--- config.mk ---
export PLATFORM = sky130hd
export DESIGN_NAME = modesw_detector
export DESIGN_NICKNAME = d
export VERILOG_FILES = /design/src/rtl/modesw_pkg.sv /design/src/rtl/modesw_history.sv /design/src/rtl/modesw_matcher.sv /design/src/rtl/modesw_fsm.sv /design/src/rtl/modesw_detector.sv
export SDC_FILE = /design/constraint.sdc
export NUM_CORES = 1
export LEC_CHECK = 0
export CAP_MARGIN = 25
export CORE_AREA = 2 2 39 41
export CTS_CLUSTER_DIAMETER = 200
export DETAILED_ROUTE_END_ITERATION = 12
export DIE_AREA = 0 0 41 43
export PLACE_DENSITY = 0.45
export SLEW_MARGIN = 15
export SYNTH_ARGS = -nofsm -noshare
export SYNTH_HDL_FRONTEND = slang
export SYNTH_SLANG_ARGS = --single-unit
export TNS_END_PERCENT = 100
--- constraint.sdc ---
create_clock -name clk -period 1.5 [get_ports clk]
set_input_delay 0.225 -clock clk [delete_from_list [all_inputs] [get_ports clk]]
set_output_delay 0.225 -clock clk [all_outputs]
set_load 0.02 [all_outputs]
--- src/rtl/modesw_pkg.sv ---
package modesw_pkg;

  typedef enum logic {
    MODE_NORMAL = 1'b0,
    MODE_DETECT = 1'b1
  } mode_e;

  // One window step equals one pattern step when both levels agree.
  function automatic logic step_eq(input logic s_oe, input logic s_le,
                                   input logic p_oe, input logic p_le);
    return (s_oe == p_oe) && (s_le == p_le);
  endfunction

  // Next mode after an accepted toggle.
  function automatic mode_e flip_mode(input mode_e m);
    return (m == MODE_NORMAL) ? MODE_DETECT : MODE_NORMAL;
  endfunction

endpackage

--- src/rtl/modesw_history.sv ---
module modesw_history #(
  parameter int   DEPTH  = 5,
  parameter logic CLR_OE = 1'b0,
  parameter logic CLR_LE = 1'b1
) (
  input  logic             clk,
  input  logic             rst_n,
  input  logic             cur_oe,
  input  logic             cur_le,
  input  logic             clear,
  output logic [DEPTH-1:0] win_oe,
  output logic [DEPTH-1:0] win_le
);
  localparam int STORED = DEPTH - 1;

  // Index 0 holds the previous sample; higher indices are older.
  logic [STORED-1:0] st_oe;
  logic [STORED-1:0] st_le;

  genvar k;
  generate
    for (k = 0; k < STORED; k++) begin : g_stage
      logic nxt_oe;
      logic nxt_le;
      if (k == 0) begin : g_head
        assign nxt_oe = cur_oe;
        assign nxt_le = cur_le;
      end else begin : g_body
        assign nxt_oe = st_oe[k-1];
        assign nxt_le = st_le[k-1];
      end
      always_ff @(posedge clk or negedge rst_n) begin
        if (!rst_n) begin
          st_oe[k] <= CLR_OE;
          st_le[k] <= CLR_LE;
        end else if (clear) begin
          st_oe[k] <= CLR_OE;
          st_le[k] <= CLR_LE;
        end else begin
          st_oe[k] <= nxt_oe;
          st_le[k] <= nxt_le;
        end
      end
    end
  endgenerate

  // Window bit 0 is the level at the current edge and bit DEPTH-1 is the oldest.
  assign win_oe = {st_oe, cur_oe};
  assign win_le = {st_le, cur_le};
endmodule

--- src/rtl/modesw_matcher.sv ---
module modesw_matcher
  import modesw_pkg::*;
#(
  parameter int             DEPTH  = 5,
  parameter logic [DEPTH-1:0] PAT_OE = 5'b10111,
  parameter logic [DEPTH-1:0] PAT_LE = 5'b00010
) (
  input  logic [DEPTH-1:0] win_oe,
  input  logic [DEPTH-1:0] win_le,
  output logic             hit
);
  // Pattern MSB is the first step in time and lines up with the oldest window bit.
  logic [DEPTH-1:0] eq;

  genvar i;
  generate
    for (i = 0; i < DEPTH; i++) begin : g_cmp
      assign eq[i] = step_eq(win_oe[i], win_le[i], PAT_OE[i], PAT_LE[i]);
    end
  endgenerate

  assign hit = &eq;
endmodule

--- src/rtl/modesw_fsm.sv ---
module modesw_fsm
  import modesw_pkg::*;
(
  input  logic clk,
  input  logic rst_n,
  input  logic entry_hit,
  input  logic resume_hit,
  output logic accept_chg,
  output logic detect_mode,
  output logic mode_pulse
);
  mode_e mode_q;
  logic  pulse_q;
  logic  take_entry;
  logic  take_resume;

  // Each command is only honoured when it leads to the other mode.
  assign take_entry  = entry_hit  && (mode_q == MODE_NORMAL);
  assign take_resume = resume_hit && (mode_q == MODE_DETECT);
  assign accept_chg  = take_entry || take_resume;

  always_ff @(posedge clk or negedge rst_n) begin
    if (!rst_n) begin
      mode_q  <= MODE_NORMAL;
      pulse_q <= 1'b0;
    end else begin
      pulse_q <= accept_chg;
      if (accept_chg) mode_q <= flip_mode(mode_q);
    end
  end

  assign detect_mode = (mode_q == MODE_DETECT);
  assign mode_pulse  = pulse_q;
endmodule

--- src/rtl/modesw_detector.sv ---
module modesw_detector #(
  parameter int               SEQ_LEN   = 5,
  parameter logic [SEQ_LEN-1:0] ENTER_OE  = 5'b10111,
  parameter logic [SEQ_LEN-1:0] ENTER_LE  = 5'b00010,
  parameter logic [SEQ_LEN-1:0] RESUME_OE = 5'b10111,
  parameter logic [SEQ_LEN-1:0] RESUME_LE = 5'b00000
) (
  input  logic clk,
  input  logic rst_n,
  input  logic oe_pin,
  input  logic le_pin,
  output logic detect_mode,
  output logic mode_pulse
);
  // The fill value is the opposite of the entry pattern's first step.
  // Both patterns share that first step, so a cleared window matches neither.
  localparam logic FILL_OE = ~ENTER_OE[SEQ_LEN-1];
  localparam logic FILL_LE = ~ENTER_LE[SEQ_LEN-1];

  logic [SEQ_LEN-1:0] win_oe;
  logic [SEQ_LEN-1:0] win_le;
  logic entry_hit;
  logic resume_hit;
  logic accept_chg;

  modesw_history #(
    .DEPTH (SEQ_LEN),
    .CLR_OE(FILL_OE),
    .CLR_LE(FILL_LE)
  ) u_hist (
    .clk   (clk),
    .rst_n (rst_n),
    .cur_oe(oe_pin),
    .cur_le(le_pin),
    .clear (accept_chg),
    .win_oe(win_oe),
    .win_le(win_le)
  );

  modesw_matcher #(
    .DEPTH (SEQ_LEN),
    .PAT_OE(ENTER_OE),
    .PAT_LE(ENTER_LE)
  ) u_enter (
    .win_oe(win_oe),
    .win_le(win_le),
    .hit   (entry_hit)
  );

  modesw_matcher #(
    .DEPTH (SEQ_LEN),
    .PAT_OE(RESUME_OE),
    .PAT_LE(RESUME_LE)
  ) u_resume (
    .win_oe(win_oe),
    .win_le(win_le),
    .hit   (resume_hit)
  );

  modesw_fsm u_fsm (
    .clk        (clk),
    .rst_n      (rst_n),
    .entry_hit  (entry_hit),
    .resume_hit (resume_hit),
    .accept_chg (accept_chg),
    .detect_mode(detect_mode),
    .mode_pulse (mode_pulse)
  );
endmodule

======== Word-level counts from Yosys, hierarchy flattened ========
Index checks and enable logic that the tools add are counted.
word-level totals
  flip-flop bits (word level) ............. 10
  latch bits .............................. 0
  memory bits (writable) .................. 0
  ROM bits ................................ 0
  input bits .............................. 4
  output and inout bits ................... 2
  logic and storage cells ................. 37
  memories ................................ 0
operators by class
  add/subtract/negate cells ............... 0
  multiply operators ...................... 0
  divide/modulo/power cells ............... 0
  $lt $le $gt $ge ......................... 0
  eq/ne operators ......................... 0
  shift operators ......................... 0
  muxes and demuxes ....................... 9
  bitwise operators ....................... 7
  reductions and logical operators ........ 11
operator list
  cell                 count
  $reduce_and A5 Y1    2
  $mux W1              9
  $logic_and A1 B1 Y1  8
  $not A1 Y1           7
  $logic_or A1 B1 Y1   1

======== Logic depth before layout (Yosys ltp) ========
  word-level depth ........................ 6
  mapped depth ............................ 3
  depth with buffers taken out ............ 3

======== By module ========
From an unflattened synthesis, not the netlist that was laid out.
second synthesis, totals
  cells, all modules ...................... 35
  area total of the unflattened synthesis .. 456.7 um^2
by module, submodules not included
  module                     instances  cells an instance  area each (um^2)  sequential area each (um^2)
  modesw_history             1          24                 315.3             205.2
  modesw_fsm                 1          5                  73.8              50.0
  modesw_matcher (u_resume)  1          3                  35.0              0.0
  modesw_matcher (u_enter)   1          3                  32.5              0.0

======== Least setup slack after synthesis ========
Ideal clock, no wire load.
  path type ............................... register to register
  start point ............................. register u_fsm.mode_q, in the netlist u_fsm.detect_mode
  end point ............................... register u_hist.st_oe[0], in the netlist u_hist.g_stage[1].nxt_oe
  library setup time ...................... 0.119 ns
  data arrival time ....................... 1.025 ns
  required time ........................... 1.381 ns
  path slack .............................. 0.356 ns
  stages on the path, launching flop included .. 4
  path buffers ............................ 0
  clock period less this slack ............ 1.144 ns
  cell sequence ........................... dfrtp_1 > xor2_2 > nand4_4 > and2_1
between the ends
  word-level cells in the longest chain between the ends .. 4
  elaborated cells on any way between the ends .. 5
  classes of those cells .................. 1 x mux; 1 x bitwise; 3 x reduce/logical
ends and longest elaborated chain
  element                         RTL line              text
  start: declaration              modesw_fsm.sv:12      mode_e mode_q;
  start signal: assignment        modesw_fsm.sv:28      if (accept_chg) mode_q <= flip_mode(mode_q);
  $not A1 Y1                      -
  $logic_and A1 B1 Y1             modesw_fsm.sv:18      assign take_entry = entry_hit && (mode_q == MODE_NORMAL);
  $logic_or A1 B1 Y1 *            modesw_fsm.sv:20      assign accept_chg = take_entry || take_resume;
  $mux W1 *                       modesw_history.sv:36  end else if (clear) begin
  end signal: indexed assignment  modesw_history.sv:40  st_oe[k] <= nxt_oe;
  end: declaration                modesw_history.sv:17  logic [STORED-1:0] st_oe;
Mark *: on every way between the ends. The rest lies on a longest branch, timed or not.
A chain may end at the register's enable or synchronous reset.

======== Worst setup path after layout ========
  start point ............................. register u_fsm.pulse_q, in the netlist u_fsm.mode_pulse
  end point ............................... output port mode_pulse
RTL lines
  element                   RTL line               text
  start: declaration        modesw_fsm.sv:13       logic pulse_q;
  start signal: assignment  modesw_fsm.sv:27       pulse_q <= accept_chg;
  end: declaration          modesw_detector.sv:13  output logic mode_pulse
No word-level cell between the ends.

==> impl_metrics.py <==
metrics = {
    "status": {
        "status": "finished, final reports clean",
    },
    "global_route": {
        "antenna_found_initial": 0,
        "grt_max_degree": 11,
        "grt_pass1_wl_um": 917,
        "grt-ovfl-total": 0,
        "grt_pass1_vias": 218,
        "grt_usage_pct": 8.47,
    },
    "floorplan": {
        "dieArea_mm2": 0.00176,
        "initial_utilization_pct": 27.8,
        "coreArea_mm2": 0.00138,
        "die_h_um": 43,
        "die-width_um": 41,
        "ios": 6,
        "row_count": 14,
    },
    "worst_setup_path": {
        "path_cells": "clkdlybuf4s50_1",
        "worst-setup-path-type": "flop to output port",
        "critPathBufInv": 1,
        "slowest_stage": "clkdlybuf4s50_1",
        "crit_arrival_ps": 1180,
        "path_delay_family": "buffers and inverters",
        "crit_fanout": 1,
        "cpPeakStageDelay_ps": 590,
        "worst_ep_required_time_ps": 1270,
        "cp-startpoint": "u_fsm.mode_pulse$_DFF_PN0_",
        "r2r_start": "u_hist.g_stage[1].nxt_le$_DFF_PN1_",
        "cp-start-kind": "flop",
        "endpoint_kind": "output port",
    },
    "detailed_routing": {
        "drc": 0,
        "avgRoutedWirePerCell_um": 11.4,
        "dr_total_vias": 213,
        "vias_per_cell": 4.35,
        "detail-route-antenna-nets": 0,
        "drt_wl_total_um": 558,
        "drt_iter0_drc": 4,
        "dr.pass1.iters": 2,
    },
    "cts": {
        "clk_pin_slew_ps": 70,
        "clockRootBuffer": "clkbuf_4",
        "cts_buffer_depth": 2,
        "cts_made_buffers": 3,
        "cts_tree": "done",
        "cts.hold.buffers_added": 0,
        "cts_sinks": 10,
        "clock_latency_ps": 270,
        "post_cts_resize_count": 1,
        "post_cts_buffers": 0,
        "htree_levels": 1,
    },
    "hold_path": {
        "hp-class": "input port to async pin",
    },
    "final_layout": {
        "final_layout_size_suffix_gt1_share_pct": 33.3,
        "final_core_util_pct": 35.2,
        "synthToLayoutAreaGrowth_pct": 26.3,
        "nets": 38,
        "antenna_cells": 0,
        "fillCellCount": 140,
        "final_cells": 49,
        "design_area_um2": 487,
    },
    "timing": {
        "period_needed_ps": 1400,
        "fmax_ghz": 0.714,
        "finalSetupTns_ps": 0,
        "drv_slew": 0,
        "holdWs_ps": 255,
        "relSlewSlack_pct": 71.5,
        "clock_skew_ps": 4.79,
        "worst_pin_slew_ps": 427,
        "rsz0062_at_grt": "no",
        "setup_ws_ps": 99.5,
        "setup_viol": 0,
        "hold_viol": 0,
        "finalCritPeriodShare_pct": 93.4,
    },
    "logic_synthesis": {
        "synthDistinctLibCells": 12,
        "yosys_warnings": 0,
        "yosys_register_bits": 10,
        "syn_nets": 29,
        "synth_area_um2": 385,
        "syn-mean-instance-area_um2": 15.4,
        "syn_inst": 25,
        "yosysSeqAreaShare_pct": 66.2,
    },
    "placement": {
        "pre_cts_ws_ps": 155,
        "dp_hpwl_um": 384,
        "io_buffers": 5,
        "dpl_cell_area_um2": 452,
        "dp.cells": 45,
        "finalWeightedCongestion": 0.669,
    },
    "pwr": {
        "cellPowerDensity_mw_per_mm2": 1180,
        "p_leak_nw": 0.223,
        "vdd_drop_max_v": 0.000360,
        "total_power_mw": 0.573,
    },
    "run": {
        "drv_cap": 0,
    },
}
-- where the power goes --
group          switching (mW)  internal, mW
Combinational          0.0148        0.0184
Sequential            0.00738         0.286
Clock                  0.0986         0.148
Total                   0.121         0.452
-- per-layer routing --
metal	GRT usage (%)	vias to the layer above	wire length (um)
li1	-	92	-
met1	10.2	112	240
met2	10.9	7	269
met3	3.14	2	33
met4	8.00	0	14
met5	0	-	0
-- sequential cells by signal, summed over array words and instances, names as in the netlist --
signal                 flops
u_hist.win_oe              1
u_hist.g_stage.nxt_oe      3
u_hist.g_stage.nxt_le      3
u_hist.win_le              1
u_fsm.mode_pulse           1
u_fsm.detect_mode          1
-- cell families (layout without fill, tap and decap cells) --
kind of cell	count (synthesis)	count (layout)	synth area share, %
XOR/XNOR	2	2	6.50
flip-flops	10	10	66.2
buffers and inverters	2	10	1.95
AND/OR/NAND/NOR	11	11	25.3
-- placed cells by master, fill, tap and decap left out, drive strengths merged, types with 3 or more instances in the layout --
cell type / instances
nand2b: 4
and2: 3
clkbuf: 4
dfrtp: 6
dfstp: 4
clkdlybuf4s50: 4
-- cell type report --
cell class	instances	area, um2	area share (%)
clock buffer	4	36.3	7.46
inverter	1	3.75	0.771
multi-input combinational	13	123	25.2
sequential	10	255	52.4
tap	16	20.0	4.11
timing repair buffer	5	48.8	10.0
-- worst register-to-register path, stage by stage, from the launching register on --
cell,delay (ps)
dfstp_2,560
xor2_2,170
nand4_4,180
and2_1,210
-- synthesized netlist by cell type --
library cell / number / area [um2]
xor2_2: 1 / 16.3
clkbuf_1: 1 / 3.75
dfrtp_1: 6 / 150
and2b_1: 1 / 7.51
and2_1: 3 / 18.8
inv_1: 1 / 3.75
nand4_4: 1 / 21.3
xnor2_1: 1 / 8.76
dfstp_2: 4 / 105
nor3b_2: 1 / 12.5
and4bb_1: 1 / 12.5
nand2b_1: 4 / 25.0
-- worst paths after layout --
path | to | slack, ps | cells past startpoint
worst max-delay path | mode_pulse | 100 | 1
worst min-delay path | u_hist.win_oe[4]$_DFF_PN0_ | 260 | 1
worst max register to register | u_hist.g_stage[1].nxt_oe$_DFF_PN0_ | 270 | 3
worst min register to register | u_hist.win_oe[4]$_DFF_PN0_ | 380 | 0
max in group asynchronous | u_hist.win_le[4]$_DFF_PN1_ | 910 | 1
min in group clk | u_hist.win_oe[4]$_DFF_PN0_ | 380 | 0
Power figures use the tool's default switching activity.
